### src/rtl/gpio_bank_pkg.sv
package gpio_bank_pkg;
  // field codes carried in address bits [6:4]
  localparam logic [2:0] FLD_MODE  = 3'd0;
  localparam logic [2:0] FLD_DRVEN = 3'd1;
  localparam logic [2:0] FLD_LEVEL = 3'd2;
  localparam logic [2:0] FLD_PADIN = 3'd3;

  // number of writable fields per port
  localparam int NUM_WFIELDS = 3;

  // address bit positions
  localparam int ALIAS_BIT = 7;
  localparam int FLD_LSB   = 4;
  localparam int PORT_LSB  = 2;
endpackage

### src/rtl/gpio_port_regs.sv
module gpio_port_regs #(
  parameter int PIN_W = 8
) (
  input  logic                             clk,
  input  logic                             rst,
  input  logic [gpio_bank_pkg::NUM_WFIELDS-1:0] wr_hit,
  input  logic                             masked,
  input  logic [2*PIN_W-1:0]               wdata,
  output logic [PIN_W-1:0]                 mode_q,
  output logic [PIN_W-1:0]                 drven_q,
  output logic [PIN_W-1:0]                 level_q
);
  localparam int NF = gpio_bank_pkg::NUM_WFIELDS;

  logic [PIN_W-1:0] fld_q [NF];
  logic [PIN_W-1:0] sel_bits;
  logic [PIN_W-1:0] new_bits;

  assign new_bits = wdata[PIN_W-1:0];
  assign sel_bits = masked ? wdata[2*PIN_W-1:PIN_W] : {PIN_W{1'b1}};

  for (genvar f = 0; f < NF; f++) begin : g_fld
    always_ff @(posedge clk) begin
      if (rst) begin
        fld_q[f] <= '0;
      end else if (wr_hit[f]) begin
        fld_q[f] <= (fld_q[f] & ~sel_bits) | (new_bits & sel_bits);
      end
    end
  end

  assign mode_q  = fld_q[0];
  assign drven_q = fld_q[1];
  assign level_q = fld_q[2];
endmodule

### src/rtl/gpio_in_sync.sv
module gpio_in_sync #(
  parameter int WIDTH  = 32,
  parameter int STAGES = 2
) (
  input  logic             clk,
  input  logic             rst,
  input  logic [WIDTH-1:0] async_in,
  output logic [WIDTH-1:0] sync_out
);
  logic [WIDTH-1:0] stage_q [STAGES];

  always_ff @(posedge clk) begin
    if (rst) stage_q[0] <= '0;
    else     stage_q[0] <= async_in;
  end

  for (genvar s = 1; s < STAGES; s++) begin : g_stage
    always_ff @(posedge clk) begin
      if (rst) stage_q[s] <= '0;
      else     stage_q[s] <= stage_q[s-1];
    end
  end

  assign sync_out = stage_q[STAGES-1];
endmodule

### src/rtl/gpio_pad_mux.sv
module gpio_pad_mux #(
  parameter int WIDTH = 32
) (
  input  logic             clk,
  input  logic             rst,
  input  logic [WIDTH-1:0] own_sel,
  input  logic [WIDTH-1:0] own_out,
  input  logic [WIDTH-1:0] own_oe,
  input  logic [WIDTH-1:0] alt_out,
  input  logic [WIDTH-1:0] alt_oe,
  output logic [WIDTH-1:0] pad_out,
  output logic [WIDTH-1:0] pad_oe,
  output logic [WIDTH-1:0] pad_sel
);
  always_ff @(posedge clk) begin
    if (rst) begin
      pad_out <= '0;
      pad_oe  <= '0;
      pad_sel <= '0;
    end else begin
      pad_out <= (own_sel & own_out) | (~own_sel & alt_out);
      pad_oe  <= (own_sel & own_oe)  | (~own_sel & alt_oe);
      pad_sel <= own_sel;
    end
  end
endmodule

### src/rtl/gpio_bank_regs.sv
module gpio_bank_regs #(
  parameter int PORTS       = 4,
  parameter int PIN_W       = 8,
  parameter int ADDR_W      = 8,
  parameter int DATA_W      = 32,
  parameter int SYNC_STAGES = 2
) (
  input  logic                   clk,
  input  logic                   rst,
  input  logic                   bus_wr,
  input  logic                   bus_rd,
  input  logic [ADDR_W-1:0]      bus_addr,
  input  logic [DATA_W-1:0]      bus_wdata,
  output logic [DATA_W-1:0]      bus_rdata,
  input  logic [PORTS*PIN_W-1:0] pad_in,
  input  logic [PORTS*PIN_W-1:0] alt_out,
  input  logic [PORTS*PIN_W-1:0] alt_oe,
  output logic [PORTS*PIN_W-1:0] pad_out,
  output logic [PORTS*PIN_W-1:0] pad_oe,
  output logic [PORTS*PIN_W-1:0] pad_gpio_sel
);
  import gpio_bank_pkg::*;

  localparam int PINS    = PORTS * PIN_W;
  localparam int PORT_AW = $clog2(PORTS);

  // address fields
  logic               alias_sel;
  logic [2:0]         fld;
  logic [PORT_AW-1:0] port_idx;

  assign alias_sel = bus_addr[ALIAS_BIT];
  assign fld       = bus_addr[FLD_LSB +: 3];
  assign port_idx  = bus_addr[PORT_LSB +: PORT_AW];

  logic unused_bits;
  assign unused_bits = ^{bus_addr[PORT_LSB-1:0], bus_wdata[DATA_W-1:2*PIN_W]};

  // field hit, one bit per writable field
  logic [NUM_WFIELDS-1:0] fld_hit;
  always_comb begin
    fld_hit = '0;
    case (fld)
      FLD_MODE:  fld_hit[0] = 1'b1;
      FLD_DRVEN: fld_hit[1] = 1'b1;
      FLD_LEVEL: fld_hit[2] = 1'b1;
      default:   fld_hit = '0;
    endcase
  end

  logic [PIN_W-1:0] mode_p  [PORTS];
  logic [PIN_W-1:0] drven_p [PORTS];
  logic [PIN_W-1:0] level_p [PORTS];
  logic [PIN_W-1:0] padin_p [PORTS];

  logic [PINS-1:0] mode_all;
  logic [PINS-1:0] drven_all;
  logic [PINS-1:0] level_all;
  logic [PINS-1:0] padin_sync;

  for (genvar p = 0; p < PORTS; p++) begin : g_port
    logic [NUM_WFIELDS-1:0] wr_hit_p;
    assign wr_hit_p = (bus_wr && (port_idx == PORT_AW'(p))) ? fld_hit : '0;

    gpio_port_regs #(.PIN_W(PIN_W)) u_port (
      .clk     (clk),
      .rst     (rst),
      .wr_hit  (wr_hit_p),
      .masked  (alias_sel),
      .wdata   (bus_wdata[2*PIN_W-1:0]),
      .mode_q  (mode_p[p]),
      .drven_q (drven_p[p]),
      .level_q (level_p[p])
    );

    assign mode_all [p*PIN_W +: PIN_W] = mode_p[p];
    assign drven_all[p*PIN_W +: PIN_W] = drven_p[p];
    assign level_all[p*PIN_W +: PIN_W] = level_p[p];
    assign padin_p[p] = padin_sync[p*PIN_W +: PIN_W];
  end

  gpio_in_sync #(.WIDTH(PINS), .STAGES(SYNC_STAGES)) u_sync (
    .clk      (clk),
    .rst      (rst),
    .async_in (pad_in),
    .sync_out (padin_sync)
  );

  gpio_pad_mux #(.WIDTH(PINS)) u_mux (
    .clk     (clk),
    .rst     (rst),
    .own_sel (mode_all),
    .own_out (level_all),
    .own_oe  (drven_all),
    .alt_out (alt_out),
    .alt_oe  (alt_oe),
    .pad_out (pad_out),
    .pad_oe  (pad_oe),
    .pad_sel (pad_gpio_sel)
  );

  // read path
  logic [PIN_W-1:0] rd_field;
  always_comb begin
    rd_field = '0;
    case (fld)
      FLD_MODE:  rd_field = mode_p[port_idx];
      FLD_DRVEN: rd_field = drven_p[port_idx];
      FLD_LEVEL: rd_field = level_p[port_idx];
      FLD_PADIN: rd_field = alias_sel ? '0 : padin_p[port_idx];
      default:   rd_field = '0;
    endcase
  end

  always_ff @(posedge clk) begin
    if (rst)         bus_rdata <= '0;
    else if (bus_rd) bus_rdata <= {{(DATA_W-PIN_W){1'b0}}, rd_field};
    else             bus_rdata <= '0;
  end
endmodule

### config.mk
export PLATFORM = sky130hd
export DESIGN_NAME = gpio_bank_regs
export DESIGN_NICKNAME = d
export VERILOG_FILES = /design/src/rtl/gpio_bank_pkg.sv /design/src/rtl/gpio_port_regs.sv /design/src/rtl/gpio_in_sync.sv /design/src/rtl/gpio_pad_mux.sv /design/src/rtl/gpio_bank_regs.sv
export SDC_FILE = /design/constraint.sdc
export NUM_CORES = 1
export LEC_CHECK = 0
export BUFFER_PORTS_ARGS = -buffer_cell sky130_fd_sc_hd__buf_2
export CELL_PAD_IN_SITES_DETAIL_PLACEMENT = 0
export CELL_PAD_IN_SITES_GLOBAL_PLACEMENT = 1
export CORE_ASPECT_RATIO = 0.7
export CORE_MARGIN = 1
export CORE_UTILIZATION = 45
export DETAILED_ROUTE_END_ITERATION = 8
export GPL_ROUTABILITY_DRIVEN = 0
export PLACE_DENSITY = 0.85
export SLEW_MARGIN = 10
export SYNTH_ARGS = -nofsm -noshare
export SYNTH_HDL_FRONTEND = slang
export SYNTH_SLANG_ARGS = --single-unit
### constraint.sdc
create_clock -name clk -period 4.2 [get_ports clk]
set_input_delay 0 -clock clk [delete_from_list [all_inputs] [get_ports clk]]
set_output_delay 0 -clock clk [all_outputs]
set_load 0.02 [all_outputs]
==> results of run 1 <==
## what timing repair did
action | CTS | global route
hold buffers | 102 | 0
setup endpoints to repair | 0 | 0
hold endpoints to repair | 115 | 0
setup buffers | 0 | 0
## placed cells by master (no fill, tap or decap), types with 2 or more instances in the layout
cell / n
nor3b_1: 2
buf_4: 13
dfxtp_1: 168
o21ai_0: 9
and2_1: 2
buf_2: 224
clkbuf_8: 5
a21oi_1: 99
mux4_1: 13
clkinv_2: 7
nor3_1: 2
mux4_2: 19
nor2b_1: 96
o21ai_1: 7
edfxtp_1: 96
clkbuf_1: 7
mux2i_1: 64
a21o_1: 12
nand2_1: 20
nor2_1: 65
dlygate4sd3_1: 102
a21oi_2: 5
a22o_1: 6
a32oi_1: 2
clkbuf_16: 27
conb_1: 24
nand3b_1: 96
## final timing paths
path / cells past startpoint / slack, ns / end
hold / removal: 4 / 0.03 / bus_rdata[6]
setup reg to reg: 4 / 2.47 / bus_rdata[0]
setup / recovery: 5 / 2.04 / g_port[3].u_port.fld_q[1][2]
hold reg to reg: 1 / 0.43 / u_sync.stage_q[1][31]
## registers in the layout, indices dropped and copies added (netlist names)
name / flops
bus_rdata: 8
g_port.u_port.fld_q: 96
u_mux.pad_oe: 32
u_sync.stage_q: 64
u_mux.pad_out: 32
u_mux.pad_sel: 32
## power by group
group	switching, uW	total (uW)	internal (uW)
combinational	312	576	264
sequential	75.3	2840	2760
clock	959	2230	1270
## worst max-delay path: stages
cell and delay, ns:
dlygate4sd3_1 0.57, buf_2 0.16, nand2b_1 0.15, nor2_1 0.86
a21o_1 0.56
## layout make-up
class | count | area, um^2
multi-input cells | 552 | 4040
fillers | 1863 | 9230
clock buffers | 40 | 776
flip-flops and latches | 264 | 6250
repair buffers | 339 | 2240
inverters | 1 | 3.75
clock inverters | 7 | 35.0
well taps | 312 | 390
## logic make-up (layout without fill, tap and decap cells)
| logic type | Yosys count | count (layout) | synth area share, % |
|---|---|---|---|
| other cells | 1 | 24 | 0.0351 |
| compound gates | 140 | 140 | 7.31 |
| buf+inv | 86 | 387 | 4.36 |
| simple gates | 292 | 292 | 16.5 |
| mux | 96 | 96 | 13.2 |
| flops | 264 | 264 | 58.5 |
## layer usage
metal	vias to the layer above	part of all wire (%)
met4	0	2.4
met5	-	0
li1	3707	-
met2	406	45
met1	3777	44
met3	51	8.6
## metrics by stage
| step | total power, uW | area, um^2 | worst slack [ns] | hold slack, ns |
|---|---|---|---|---|
| final | 5640 | 13700 | 2.04 | 0.0268 |
| after global routing | 5840 | 13700 | 1.98 | 0.0319 |
| after global placement | 3380 | 11900 | 1.94 | 0.214 |
| after detailed placement | 3390 | 11900 | 1.93 | 0.212 |
| after CTS | 5670 | 13700 | 2.13 | 0.000884 |
| after floorplan | 3200 | 10800 | 2.76 | 0.128 |
==> summary.md, run 1 <==
| Metric | Value |
|---|---|
| Fin Setup TNS | 0 ns |
| Seq/Total Area, Yosys | 58.5% |
| YS warnings | 0 |
| Crit end category | register |
| Core Footprint | 23000 um^2 |
| Nets | 1324 |
| Largest net degree at the start of global routing | 106 |
| Die Y | 131 um |
| Crit path kind | in -> reg |
| Post-synthesis cell type count | 36 |
| Final Hold Fails | 0 |
| Launch point of the worst path | bus_addr[5] |
| Drt first-iter violations | 802 |
| Drt drc | 0 |
| Yosys top cell by area | dfxtp_1 |
| Number of flops mapped to enable cells by yosys | 96 |
| # diodes | 0 |
| Worst endpoint required time | 4.36 ns |
| Placed cells | 1366 |
| Synthesized cell area | 10700 um^2 |
| GRT Overall Usage | 24.1% |
| Synth Instances | 879 |
| Final core utilization | 59.8% |
| Hold Startpoint | bus_addr[6] |
| # rows | 46 |
| IO buf count | 225 |
| Max Fclk | 464 MHz |
| Initial core utilization | 46.5% |
| Clk Tree Root Cell | clkbuf_16 |
| Ports | 268 |
| Drt wl/cell | 19.6 um |
| Worst rel slew slack | 23.4% |
| Max Cap Viol | 0 |
| Commonest cells post-synth | 168 x dfxtp_1, 99 x a21oi_1, 96 x edfxtp_1, 96 x nand3b_1, 96 x nor2b_1 |
| Total CTS buffers | 26 |
| Tcrit/Tclk final | 51.3% |
| First-pass GRT wire length | 43.9 mm |
| Final number of setup-violating endpoints | 0 |
| Status | finished clean |
| Grt total ovfl | 0 |
| Worst clock skew | 0.0178 ns |
| Global Route met2 Usage | 37.4% |
| Final wirelength | 29.6 mm |
| Post-CTS sizing | 0 |
| Met3 Use GR | 5.38% |
| RSZ-0062 raised after global routing | no |
| Clk_lat worst skew | 0.53 ns |
| Min Tclk post-route | 2.16 ns |
| Worst-path clk slew | 0.06 ns |
| Leak | 0.00569 uW |
| Met1 usage | 33.8% |
| Worst Path Max Fanout | 12 |
| Drt first pass iters | 5 |
| Slew @ Worst Pin | 1.15 ns |
| Ys async rst share | 0% |
| Post-route antenna net violation count | 0 |
| Yosys reg bits | 264 |
| CTS H-tree lvls | 1 |
| Most common cell in the netlist | dfxtp_1 |
| Area of the die | 24300 um^2 |
| Bufs on Longest Clock Path | 3 |
| Avg Cell Area, Syn | 12.1 um^2 |
| Via count | 7941 |
| Gr busiest metal | met2 |
| Crit path launch type | input pin |
| Hold Crit Class | in -> reg |
| Vias in the first global route | 7694 |
| Cell Pwr Density | 411 nW/um^2 |
| Maximum VDD drop | 0.260 mV |
| DR vias/cell | 5.24 |
| Worst reg2reg startpoint | g_port[2].u_port.fld_q[0][0] |
| Area delta synth->final | 28.7% |
| Die X-Extent | 186 um |
| Arr. time, crit path | 2.31 ns |
| Hpwl dp | 19.6 mm |
| Final Instance Count excl. Fillers | 1515 |
| CTS tree | built |
| Top FF cell, synth | dfxtp_1 |
| Area share of the largest cell type after synthesis | 31.5% |
| Sink Count | 264 |
| Layout cells sized above 1 | 25.3% |
| Initial antenna violation count | 0 |
| Slew Viols, Final | 0 |
| Synth top area cells | dfxtp_1 32%, edfxtp_1 27%, nand3b_1 6.8%, mux2i_1 6.0%, nor2b_1 5.6% |
No activity file was read; power rests on OpenSTA's default activity.
==> inputs of run 2 (changes only) <==
Settings changed: ABC_AREA set to 1, CORE_UTILIZATION 45 to 39, PLACE_DENSITY 0.85 to 0.8.
Clock period 4.2 ns to 2 ns, I/O delays scaled along.
==> run 2 against run 1 <==
Combinational power rose by 140%. Synthesized cell count rose by 54%. Setup slack got worse by 1.4 ns. Sequential cell count did not move. Critical path type is now reg -> reg.
==> summary.md, run 2 <==
| Metric | Value |
|---|---|
| Status | finished clean |
| Cells on Worst Hold Path | 7 |
| Synthesized cell area | 10900 um^2 |
| Slowest CP cell | edfxtp_1 |
| Leading cell types in the layout, fill and taps excluded | 348 x nand2_1, 240 x nor2_1, 224 x buf_2 |
| Biggest registers after layout | g_port.u_port.fld_q (96), u_sync.stage_q (64) |
| Top FF cell, synth | dfxtp_1 |
| Leak | 0.00680 uW |
| GRT Overall Usage | 24.2% |
| Worst endpoint required time | 2.43 ns |
| Worst clock skew | 0.0189 ns |
| Grt total ovfl | 0 |
| Worst R2R Setup Slack | 0.66 ns |
| Largest register by flop count | g_port.u_port.fld_q |
| Yosys reg bits | 264 |
| # rows | 50 |
| Layout Cell Area excl Fill | 14400 um^2 |
| Worst rel slew slack | 32.3% |
| Worst reg2reg startpoint | g_port[0].u_port.fld_q[0][6] |
| Clk Tree Root Cell | clkbuf_16 |
| Post-CTS setup buffers | 0 |
| Area delta synth->final | 31.4% |
| Layout cells sized above 1 | 18.9% |
| Via count | 9977 |
| CP top delay family | flip-flops |
| Ys async rst share | 0% |
| Logic pwr share | 10.8% |
| Area share of the largest cell type after synthesis | 30.8% |
| Hold Crit Class | in -> reg |
| Tcrit/Tclk final | 67.0% |
| Buf/Inv on CP | 1 |
| Hold Startpoint | bus_addr[4] |
| Max reg flops | 96 |
| Fin Setup TNS | 0 ns |
| Commonest non-fill, non-tap cell in the layout | nand2_1 |
| Die Y | 142 um |
| Slew Viols, Final | 0 |
| Synth top area cells | dfxtp_1 31%, edfxtp_1 26%, nand2_1 12%, nor2_1 8.2%, nand3_1 4.7% |
| Commonest cells post-synth | 348 x nand2_1, 240 x nor2_1, 168 x dfxtp_1, 110 x inv_1, 102 x nand3_1 |
| Final number of setup-violating endpoints | 0 |
| Seq/Total Area, Yosys | 57.1% |
| Die X-Extent | 202 um |
| Arr. time, crit path | 1.77 ns |
| # diodes | 0 |
| Crit path kind | reg -> reg |
| Switching Power | 3140 uW |
| CTS tree | built |
| Final wirelength | 35.5 mm |
| Most common cell in the netlist | nand2_1 |
| Initial antenna violation count | 0 |
| DR vias/cell | 4.85 |
| Total CTS buffers | 27 |
| Drt drc | 0 |
| Post-route antenna net violation count | 0 |
| Bufs on Longest Clock Path | 3 |
| Worst-path clk slew | 0.07 ns |
| YS warnings | 0 |
| Clock power frac | 42.6% |
| Drt wl/cell | 17.2 um |
| Area of the die | 28700 um^2 |
| Hold Path Sink | bus_rdata[5] |
| Sink Count | 264 |
| CP peak stage delay | 0.46 ns |
| Number of flops mapped to enable cells by yosys | 96 |
| Ports | 268 |
| Drt first pass iters | 5 |
| Crit-path most repeated cell | nand2_1 |
| Net Sw Frac | 24.6% |
| Worst Path Max Fanout | 4 |
| RR Endpoint | bus_rdata[6] |
| Initial core utilization | 40.3% |
| Yosys top cell by area | dfxtp_1 |
| P_int | 9620 uW |
| Largest net degree at the start of global routing | 97 |
| Max Fclk | 747 MHz |
| Cell Pwr Density | 888 nW/um^2 |
| Hpwl dp | 24.3 mm |
| Vias in the first global route | 9288 |
| Nets | 1814 |
| Placed Area | 12400 um^2 |
| Min Tclk post-route | 1.34 ns |
| First-pass GRT wire length | 53.1 mm |
| Max Cap Viol | 0 |
| Worst reg2reg path depth | 8 |
| Maximum VDD drop | 0.423 mV |
| RSZ-0062 raised after global routing | no |
| Drt first-iter violations | 971 |
| Avg Cell Area, Syn | 8.07 um^2 |
| Final Hold Fails | 0 |
| Critical path, cell by cell | inv_1 > o21ai_0 > nand2_1 > nand2_1 > nand2_1 > nand2_1 > nor2_1 > nor2_1 |
| CTS H-tree lvls | 1 |
| Post-synthesis cell type count | 22 |
| Synth Instances | 1355 |
| Slew @ Worst Pin | 1.01 ns |
| Crit path launch type | register |
| Clk_lat worst skew | 0.55 ns |
| Seq pwr share | 46.7% |
| Core Footprint | 27200 um^2 |
| Crit end category | register |
| IO buf count | 225 |
==> run 2: cell types whose count changed after synthesis, moves of 11 or more <==
cell      change
mux4_1       -13
inv_1       +109
nor2b_1      -96
buf_2        +11
nand2_1     +328
mux2i_1      -64
mux4_2       -19
o21ai_0      +68
nor2_1      +175
nand3_1     +102
a21o_1       -12
nand3b_1     -96
==> run 2: power by group through the flow <==
stage	registers (uW)	clock network, uW	logic (uW)
detailed placement	6060	0	1210
global route	5970	5740	1500
floorplan	6150	0	625
finish	5950	5430	1370
global placement	6060	0	1200
CTS	5950	5520	1360
==> run 2: worst max path at each step <==
stage / from / to / slack, ns / cells past startpoint
global route: g_port[0].u_port.fld_q[0][2] / bus_rdata[2] / 0.52 / 8
floorplan: bus_addr[4] / g_port[3].u_port.fld_q[0][0] / 0.40 / 4
global placement: rst / g_port[3].u_port.fld_q[2][0] / 0.48 / 4
detailed placement: rst / g_port[3].u_port.fld_q[2][7] / 0.40 / 4
CTS: g_port[0].u_port.fld_q[0][6] / bus_rdata[6] / 0.68 / 8
finish: g_port[0].u_port.fld_q[0][6] / bus_rdata[6] / 0.66 / 8
==> run 2: metal layers <==
metal / track usage (%) / share of wire [%] / up-vias
li1: - / - / 4893
met4: 6.05 / 2.0 / 0
met1: 34.7 / 46 / 4528
met2: 36.9 / 43 / 504
met3: 5.31 / 9.6 / 52
met5: 0 / 0 / -
==> run 2: kinds of logic (layout without fill, tap and decap cells) <==
| family | count (synthesis) | after routing | synth area share, % |
|---|---|---|---|
| AO/OA/AOI/OAI | 176 | 176 | 8.06 |
| buffers and inverters | 210 | 526 | 8.56 |
| flip-flops | 264 | 264 | 57.1 |
| other | 1 | 24 | 0.0343 |
| AND/OR/NAND/NOR | 704 | 704 | 26.2 |
==> run 2: cell type report <==
class	count	area, um^2
Clock buffer	44	896
Clock inverter	5	73.8
Fill cell	2619	12800
Inverter	114	428
Multi-Input combinational cell	904	3840
Sequential cell	264	6250
Tap cell	364	455
Timing Repair Buffer	363	2430
==> run 2: worst reg2reg max path: cells and delay by family (launching register included) <==
kind,cells,cell delay [ns]
buf+inv,1,0.17
compound gates,1,0.16
flops,1,0.46
simple gates,6,0.44
==> run 2: what timing repair did <==
action / CTS / global route
endpoints found under the hold margin: 109 / 0
hold buffers: 100 / 0
resized for setup: 0 / 0
endpoints found under the setup margin: 0 / 0
==> run 2: through the flow <==
step	instances	power (uW)	setup slack (ns)	hold WS (ns)	util [%]
2_1_floorplan	1378	6770	0.402	0.107	-
3_3_place_gp	1909	7260	0.483	0.207	45.6
3_5_place_dp	1909	7270	0.401	0.209	45.6
6_report	2058	12800	0.661	0.0327	52.9
5_1_grt	2058	13200	0.515	0.0240	52.9
4_1_cts	2058	12800	0.675	0.00477	52.9
